## config.mk

```make
export PLATFORM = sky130hd
export DESIGN_NAME = idle_gate_monitor
export DESIGN_NICKNAME = d
export VERILOG_FILES = /design/src/rtl/idlegate_pkg.sv /design/src/rtl/idlegate_timer.sv /design/src/rtl/idlegate_ctrl.sv /design/src/rtl/idle_gate_monitor.sv
export SDC_FILE = /design/constraint.sdc
export NUM_CORES = 1
export LEC_CHECK = 0
export CAP_MARGIN = 20
export CORE_MARGIN = 2
export CORE_UTILIZATION = 28
export CTS_BUF_LIST = sky130_fd_sc_hd__clkbuf_2
export DETAILED_ROUTE_END_ITERATION = 12
export PLACE_DENSITY = 0.45
export SYNTH_ARGS = -nofsm -noshare
export SYNTH_HDL_FRONTEND = slang
export SYNTH_SLANG_ARGS = --single-unit
export TNS_END_PERCENT = 30
```

## constraint.sdc

```tcl
create_clock -name clk -period 4.2 [get_ports clk]
set_input_delay 0.84 -clock clk [delete_from_list [all_inputs] [get_ports clk]]
set_output_delay 0.84 -clock clk [all_outputs]
set_load 0.1 [all_outputs]
```

## src/rtl/idlegate_pkg.sv

```systemverilog
package idlegate_pkg;
  // strobes from control to datapath
  typedef struct packed {
    logic wakeLoad;
  } ctlStrobes_t;

  // status from datapath to control
  typedef struct packed {
    logic fire;
    logic wakeDone;
  } dpStatus_t;

  typedef enum logic [1:0] {
    PWR_ON     = 2'd0,
    PWR_OFF    = 2'd1,
    PWR_WAKING = 2'd2
  } pwrState_t;
endpackage

```

## src/rtl/idlegate_timer.sv

```systemverilog
module idlegate_timer
  import idlegate_pkg::*;
#(
  parameter int TW          = 8,
  parameter int PRESCALE    = 8,
  parameter int WAKE_CYCLES = 3
) (
  input  logic          clk,
  input  logic          rstN,
  input  logic          monEn,
  input  logic [TW-1:0] thresholdTicks,
  input  ctlStrobes_t   ctl,
  output dpStatus_t     dp
);
  localparam int WW = $clog2(WAKE_CYCLES + 1);

  logic          active;
  logic          tick;
  logic [TW-1:0] ivlCnt;
  logic [WW-1:0] wakeCnt;

  assign active = monEn && (thresholdTicks != '0);

  // tick generation: a divider when PRESCALE > 1, otherwise every cycle
  generate
    if (PRESCALE > 1) begin : g_div
      localparam int PW = $clog2(PRESCALE);
      logic [PW-1:0] preCnt;
      always_ff @(posedge clk) begin
        if (!rstN || !active)                  preCnt <= '0;
        else if (preCnt == PW'(PRESCALE - 1))  preCnt <= '0;
        else                                   preCnt <= preCnt + PW'(1);
      end
      assign tick = active && (preCnt == PW'(PRESCALE - 1));
    end else begin : g_nodiv
      assign tick = active;
    end
  endgenerate

  // interval counter in ticks; >= guards a threshold lowered mid-interval
  logic lastTick;
  assign lastTick = (ivlCnt >= thresholdTicks - TW'(1));

  always_ff @(posedge clk) begin
    if (!rstN || !active)  ivlCnt <= '0;
    else if (tick)         ivlCnt <= lastTick ? '0 : ivlCnt + TW'(1);
  end

  assign dp.fire = tick && lastTick;

  // wake-up delay counter
  always_ff @(posedge clk) begin
    if (!rstN)               wakeCnt <= '0;
    else if (ctl.wakeLoad)   wakeCnt <= WW'(WAKE_CYCLES);
    else if (wakeCnt != '0)  wakeCnt <= wakeCnt - WW'(1);
  end

  assign dp.wakeDone = (wakeCnt == WW'(1));
endmodule

```

## src/rtl/idlegate_ctrl.sv

```systemverilog
module idlegate_ctrl
  import idlegate_pkg::*;
(
  input  logic        clk,
  input  logic        rstN,
  input  logic        accessValid,
  input  dpStatus_t   dp,
  output ctlStrobes_t ctl,
  output logic        devEnable,
  output logic        accessStall
);
  pwrState_t state, stateNext;
  logic      dirty, dirtyNext;

  always_comb begin
    stateNext    = state;
    ctl.wakeLoad = 1'b0;
    unique case (state)
      PWR_ON:
        if (dp.fire && !dirty && !accessValid) stateNext = PWR_OFF;
      PWR_OFF:
        if (accessValid) begin
          stateNext    = PWR_WAKING;
          ctl.wakeLoad = 1'b1;
        end
      PWR_WAKING:
        if (dp.wakeDone) stateNext = PWR_ON;
      default:
        stateNext = PWR_ON;
    endcase
  end

  // an access in the firing cycle wins over the clear
  always_comb begin
    if (accessValid)  dirtyNext = 1'b1;
    else if (dp.fire) dirtyNext = 1'b0;
    else              dirtyNext = dirty;
  end

  always_ff @(posedge clk) begin
    if (!rstN) begin
      state <= PWR_ON;
      dirty <= 1'b0;
    end else begin
      state <= stateNext;
      dirty <= dirtyNext;
    end
  end

  assign devEnable   = (state != PWR_OFF);
  assign accessStall = accessValid && (state != PWR_ON);
endmodule

```

## src/rtl/idle_gate_monitor.sv

```systemverilog
module idle_gate_monitor
  import idlegate_pkg::*;
#(
  parameter int TW          = 8,
  parameter int PRESCALE    = 8,
  parameter int WAKE_CYCLES = 3
) (
  input  logic          clk,
  input  logic          rstN,
  input  logic          monEn,
  input  logic [TW-1:0] thresholdTicks,
  input  logic          accessValid,
  output logic          devEnable,
  output logic          accessStall
);
  ctlStrobes_t ctl;
  dpStatus_t   dp;
  logic        timerFire;

  idlegate_timer #(
    .TW(TW), .PRESCALE(PRESCALE), .WAKE_CYCLES(WAKE_CYCLES)
  ) u_timer (
    .clk(clk), .rstN(rstN), .monEn(monEn),
    .thresholdTicks(thresholdTicks), .ctl(ctl), .dp(dp)
  );

  idlegate_ctrl u_ctrl (
    .clk(clk), .rstN(rstN), .accessValid(accessValid), .dp(dp),
    .ctl(ctl), .devEnable(devEnable), .accessStall(accessStall)
  );

  assign timerFire = dp.fire;
endmodule

```

* Word-level counts from Yosys, hierarchy flattened
Cells that the tools add are included.
** Storage, ports and cells
- Flip-flop bits (word level) :: 16
- Input bits :: 12
- Logic and storage cells :: 48
** Cells by class
- Add/sub/neg operators :: 4
- $lt $le $gt $ge :: 1
- Eq/ne operators :: 8
- Multiplexer cells :: 11
- Reduce and logical (&&, ||, !) cells :: 19
** Operators with widths (number)
- 2-to-1 mux 2 bit :: 5
- adder 8 x 1 -> 8 bit (second input constant) :: 1
- >= comparator 8 bit :: 1
- 2-to-1 mux 8 bit :: 1
- nonzero test 2 bit :: 4
- nonzero test 8 bit :: 1
- subtractor 8 x 1 -> 8 bit (second input constant) :: 1
- logical AND 1 bit :: 6
- case mux 2 bit (3 select lines) :: 1
- equality test 2 x 1 -> 1 bit (second input constant) :: 2
- logical NOT 1 bit :: 4
- 2-to-1 mux 1 bit :: 4
- inequality test 2 x 1 -> 1 bit (second input constant) :: 2
- inequality test 2 bit (second input constant) :: 2
- adder 3 x 1 -> 3 bit (second input constant) :: 1
- equality test 3 bit (second input constant) :: 1
- AND reduction 3 bit :: 1
- equality test 2 bit (second input constant) :: 1
- logical NOT 2 bit :: 1
- OR reduction 2 bit :: 1
- subtractor 2 x 1 -> 2 bit (second input constant) :: 1
- logical OR 1 bit :: 1

* Depth between registers and ports, before layout
- Depth in word-level cells :: 8
- Gate-level depth with buffers :: 12
- Mapped depth without buffers :: 11

* Cells and area by module
Synthesis repeated with hierarchy kept, for this count alone.
** Second synthesis, totals
- Cell total of the unflattened synthesis :: 119
- Area total of the unflattened synthesis :: 1104.8 um2
** Modules (own cells, without submodules)
- idlegate_timer :: times used 1, cells an instance 106, area an instance 973.4 um2, seq. area each 260.2 um2
- idlegate_ctrl :: times used 1, cells an instance 13, area an instance 131.4 um2, seq. area each 60.1 um2

* Worst setup path after synthesis
Ideal clock, no wire load.
- Path kind :: in2reg
- Start point :: input port thresholdTicks[5]
- End point :: register u_timer.ivlCnt[7]
- Setup time :: 120 ps
- Arrival time :: 3046 ps
- Data required time :: 4080 ps
- Path slack :: 1034 ps
- Stages on the path :: 9
- Path buffers :: 1
- Cells stage by stage :: or4_4 -> nor4_1 -> xnor2_1 -> ha_1 -> nand4_1 -> o311ai_2 -> buf_6 -> nor3_1 -> a211o_1
** On the way
- Longest elaborated chain between the ends :: 4
- Elaborated cells on any way between the ends :: 8
** RTL lines
- start: declaration :: RTL line idle_gate_monitor.sv:11 : input logic [TW-1:0] thresholdTicks,
- branches (longest 4 deep; another with subtractor 8 x 1 -> 8 bit)
- end signal: assignment :: RTL line idlegate_timer.sv:46 : else if (tick) ivlCnt <= lastTick ? '0 : ivlCnt + TW'(1);
- end: declaration :: RTL line idlegate_timer.sv:19 : logic [TW-1:0] ivlCnt;
Parallel ways; which one is timed is not known.
A chain may end at the register's enable or synchronous reset.

* Worst setup path in the final report
- Start point :: input port thresholdTicks[3]
- End point :: register u_timer.ivlCnt[6]
Same word-level chain as after synthesis.

==> summary.md <==
For the area occupied by multi-input gates, the log shows 754.5 µm². The part of the total power dissipated in sequential elements is 52.8%, and the post-synthesis to final-layout area growth is 16.10%. The per-instance average area after synthesis came out at 9.226 µm². The worst reg2reg path depth is 7, and the effective utilization at floorplan is 28.78%.

Data on the critical path is required at its endpoint by 4.39 ns. For the final routed database, the setup TNS stands at 0 ns. Total CTS buffers: 3. The total track usage came out at 10.39%. No sink is reached through more buffers than the 2 on the longest clock path. The run gives 3594 µm as the wire length of the first global-routing pass. Cell chosen for the clock root: sky130_fd_sc_hd__clkbuf_2. Synthesized flop and latch total: 16. The count of buffers added on input and output ports is 13. TritonCTS built the clock tree. The largest area contributor in the netlist is sky130_fd_sc_hd__dfxtp_1. The number of failing hold endpoints at the final stage is 0. Total leakage power: 0.5384 nW. The clock input transition at the sequential cells of the worst setup and hold paths is 0.16 ns. Measured along the x axis, the die boundary spans 67.67 µm. The sequential fraction of the synthesis area was 28.22%; the total power consumption of the routed design was 0.3162 mW. Data on the critical path arrives at its endpoint at 3.66 ns. The number of sinks on the clock net was 16; the number of iterations in the first detailed-routing pass was 4. After clock tree synthesis, the repair step resized 0 gates. The most critical setup path has its endpoint at u_timer.ivlCnt[6]. The signal on the critical path passes through clkdlybuf4s50_1 -> or4_4 -> nor4_1 -> xnor2_1 -> ha_1 -> nand4_1 -> o311ai_2 -> buf_4 -> nor3_4 -> a221o_1.

Counting instances in the post-synthesis netlist gives the leading cell types as sky130_fd_sc_hd__dfxtp_1 (16), sky130_fd_sc_hd__ha_1 (15), sky130_fd_sc_hd__nand2_1 (10), sky130_fd_sc_hd__nor2_1 (9). In this run the power spent charging and discharging nets is 0.09106 mW. The flip-flop and latch area is 320.3 µm², and the maximum fanout encountered on the critical timing path is 12.

Ranked by total cell area, the synthesized netlist is headed by sky130_fd_sc_hd__dfxtp_1 (28%), sky130_fd_sc_hd__ha_1 (17%), sky130_fd_sc_hd__a221o_1 (4.4%), sky130_fd_sc_hd__xnor2_1 (3.9%), sky130_fd_sc_hd__o211ai_4 (3.7%). The run gives 12 as the iteration-0 DRC count of the detailed router. For this run, the slowest stage of the critical path takes 0.59 ns.

The net count of the mapped netlist was 150. Achievable frequency: 0.2887 GHz. The congestion estimate from routability-driven global placement came to 0.7378. Shortest period the worst path allows: 3.464 ns. Hold repair after CTS inserted 0 buffers.

The run gives 0 as the total DRC errors in the routed layout. The layout has 399 filler cells. Tracing the worst setup path back leads to its startpoint at thresholdTicks[3]. For this run the aggregate overflow at the end of global routing stands at 0.

The cell with the most instances after synthesis was sky130_fd_sc_hd__dfxtp_1. Once the clock tree was built, the setup fixing pass inserted 0 buffers. The die is 67.67 µm tall.

The flow ran to the end, and the final reports show no timing, DRC or antenna violations. In this run the register-to-register setup slack is 2.10 ns. The tools report the endpoint of the lowest-slack register-to-register path as u_timer.ivlCnt[1]. The tightest min-delay check is of the reg -> reg type. In this run the critical register-to-register path is launched from u_timer.ivlCnt[2]. Area share of the largest cell type after synthesis: 28.22%. The sum of buffers and inverters on the critical path works out to 2. Counting distinct cell types in the post-synthesis netlist gives 38. The wire-length estimate of the detail-placed layout is 1749 µm. The kind of cell with the highest combined delay along the critical path is simple AND/OR/NAND/NOR gates. The fraction of the core area covered by cells at the end of the flow is 33.42%, and the switching share of total power is 28.80%. For this design the top-level I/O count stands at 14. For this design, the slowest cell found on the critical path is sky130_fd_sc_hd__or4_4. The Yosys step of the flow raised 0 warnings. The total via count after detailed routing was 921; the overall die area was 4579 µm². The final-report max-slew violation count is 0, and the average wire per cell in the routed design is 11.41 µm. IR analysis of the VDD net gives a maximum drop of 0.07188 mV. The cell internal power dissipation is 0.2251 mW, and the core footprint is 3943 µm². The number of antenna violations at the first check in global routing was 0; the path length in cells of the critical path was 10. The tools report the kind of capture point of the worst setup path as a register. The logs give 0.29 ns for the clock latency reported for the late side of the worst-skew pair and 0 for the number of max-cap violations. The largest net degree at the start of global routing is 13, and the layout cell share with drive strength beyond 1 is 10.87%. STA classifies the critical path startpoint as a primary input. Dividing the detail-routed via count by the number of cells gives 4.899. The total power per unit cell area is 240.0 nW/µm², and the slew at the pin with the worst max-slew slack is 0.9618 ns. The share of flip-flops with an asynchronous set or reset is 0%, and the total number of H-tree levels is 1. The tools report the combinational fraction of design power as 25.0%.

Summed over all layers, the routed wires come to 2146 µm. The critical path is of the in -> reg type. For the total inserted antenna cells, the log shows 0.

The initialized floorplan defines 23 standard-cell rows. The final critical path takes up 82.48% of the cycle. In this run the cell area of the synthesized design comes to 1135 µm².

The run gives 859 as the via count of the first global-routing pass. In this run the remaining antenna-violating nets after routing total 0. Measured against its own limit, the worst slew margin works out to 35.68%. Counting flops with a built-in enable in the synthesized netlist gives 0.

The main flop type after synthesis was sky130_fd_sc_hd__dfxtp_1. Worst-case clock skew: 0.008550 ns. For this run, the post-layout net count is 166. Setup repair after global routing left no endpoint under its margin. Synthesis produced a netlist whose cell count is 123. The share of total power in the clock network was 22.2%; the number of failing setup endpoints in the final timing report was 0.
metal layers:
layer	global-route usage (%)	wire length (µm)	share of wire [%]	vias up
met5	0	0	0	-
met4	6.378	31	1.4	0
met3	1.167	72	3.4	2
met2	17.03	990	46	19
met1	12.92	1053	49	423
li1	-	-	-	477
worst min-delay path by stage:
stage | startpoint | to | slack [ns] | depth (start not counted)
2_1_floorplan | u_timer.g_div.preCnt[0] | u_timer.g_div.preCnt[0] | 0.40 | 1
3_3_place_gp | u_timer.g_div.preCnt[0] | u_timer.g_div.preCnt[0] | 0.41 | 1
3_5_place_dp | u_timer.g_div.preCnt[0] | u_timer.g_div.preCnt[0] | 0.41 | 1
4_1_cts | u_timer.g_div.preCnt[0] | u_timer.g_div.preCnt[0] | 0.44 | 1
5_1_grt | u_timer.g_div.preCnt[0] | u_timer.g_div.preCnt[0] | 0.45 | 1
6_report | u_timer.g_div.preCnt[0] | u_timer.g_div.preCnt[0] | 0.44 | 1
per-stage QoR:
stage	setup WS [ns]	cell area, µm²	hold slack [ns]	cells
6_report	0.7360	1318	0.4428	188
5_1_grt	0.6378	1318	0.4514	188
4_1_cts	0.7467	1318	0.4426	188
3_5_place_dp	0.4124	1299	0.4147	184
3_3_place_gp	0.4883	1299	0.4088	184
2_1_floorplan	1.034	1135	0.3984	123
registers in the layout (all words and copies together) (netlist names):
| name | count |
|---|---|
| u_ctrl.state | 2 |
| u_timer.g_div.preCnt | 3 |
| u_timer.wakeCnt | 2 |
| u_timer.ivlCnt | 8 |
| u_ctrl.dirty | 1 |
area by class of cell:
cell class,instances,area share (%)
tap,50,4.748
inverter,7,1.994
timing repair buffer,14,10.26
clock buffer,3,1.140
clock inverter,1,0.2849
sequential,16,24.31
multi-input combinational,97,57.27
logic make-up (layout without fill, tap and decap cells):
family	Yosys count	in the layout	share of synthesized area (%)
compound gates	23	23	18.08
xor+xnor	7	7	5.403
fa+ha+maj	15	15	16.54
buf+inv	10	25	5.292
flops	16	16	28.23
mux	1	1	0.9922
simple gates	51	51	25.47
power groups by stage:
stage	clock, mW	sequential (mW)	combinational, mW
finish	0.0702	0.167	0.0792
floorplan	0	0.169	0.0574
global placement	0	0.170	0.0765
global route	0.0793	0.168	0.0908
CTS	0.0738	0.167	0.0813
detailed placement	0	0.170	0.0810
cell usage in the layout (no fill, tap or decap), types with 3 or more instances in the layout:
cell,n
sky130_fd_sc_hd__nor2_1,9
sky130_fd_sc_hd__a21oi_1,5
sky130_fd_sc_hd__xnor2_1,5
sky130_fd_sc_hd__nor3_1,7
sky130_fd_sc_hd__nand3_1,3
sky130_fd_sc_hd__nand2_1,10
sky130_fd_sc_hd__inv_1,7
sky130_fd_sc_hd__dfxtp_1,16
sky130_fd_sc_hd__a221o_1,5
sky130_fd_sc_hd__clkdlybuf4s50_1,12
sky130_fd_sc_hd__clkbuf_2,3
sky130_fd_sc_hd__a21boi_0,3
sky130_fd_sc_hd__ha_1,15
(Power assumes the default switching activity.)
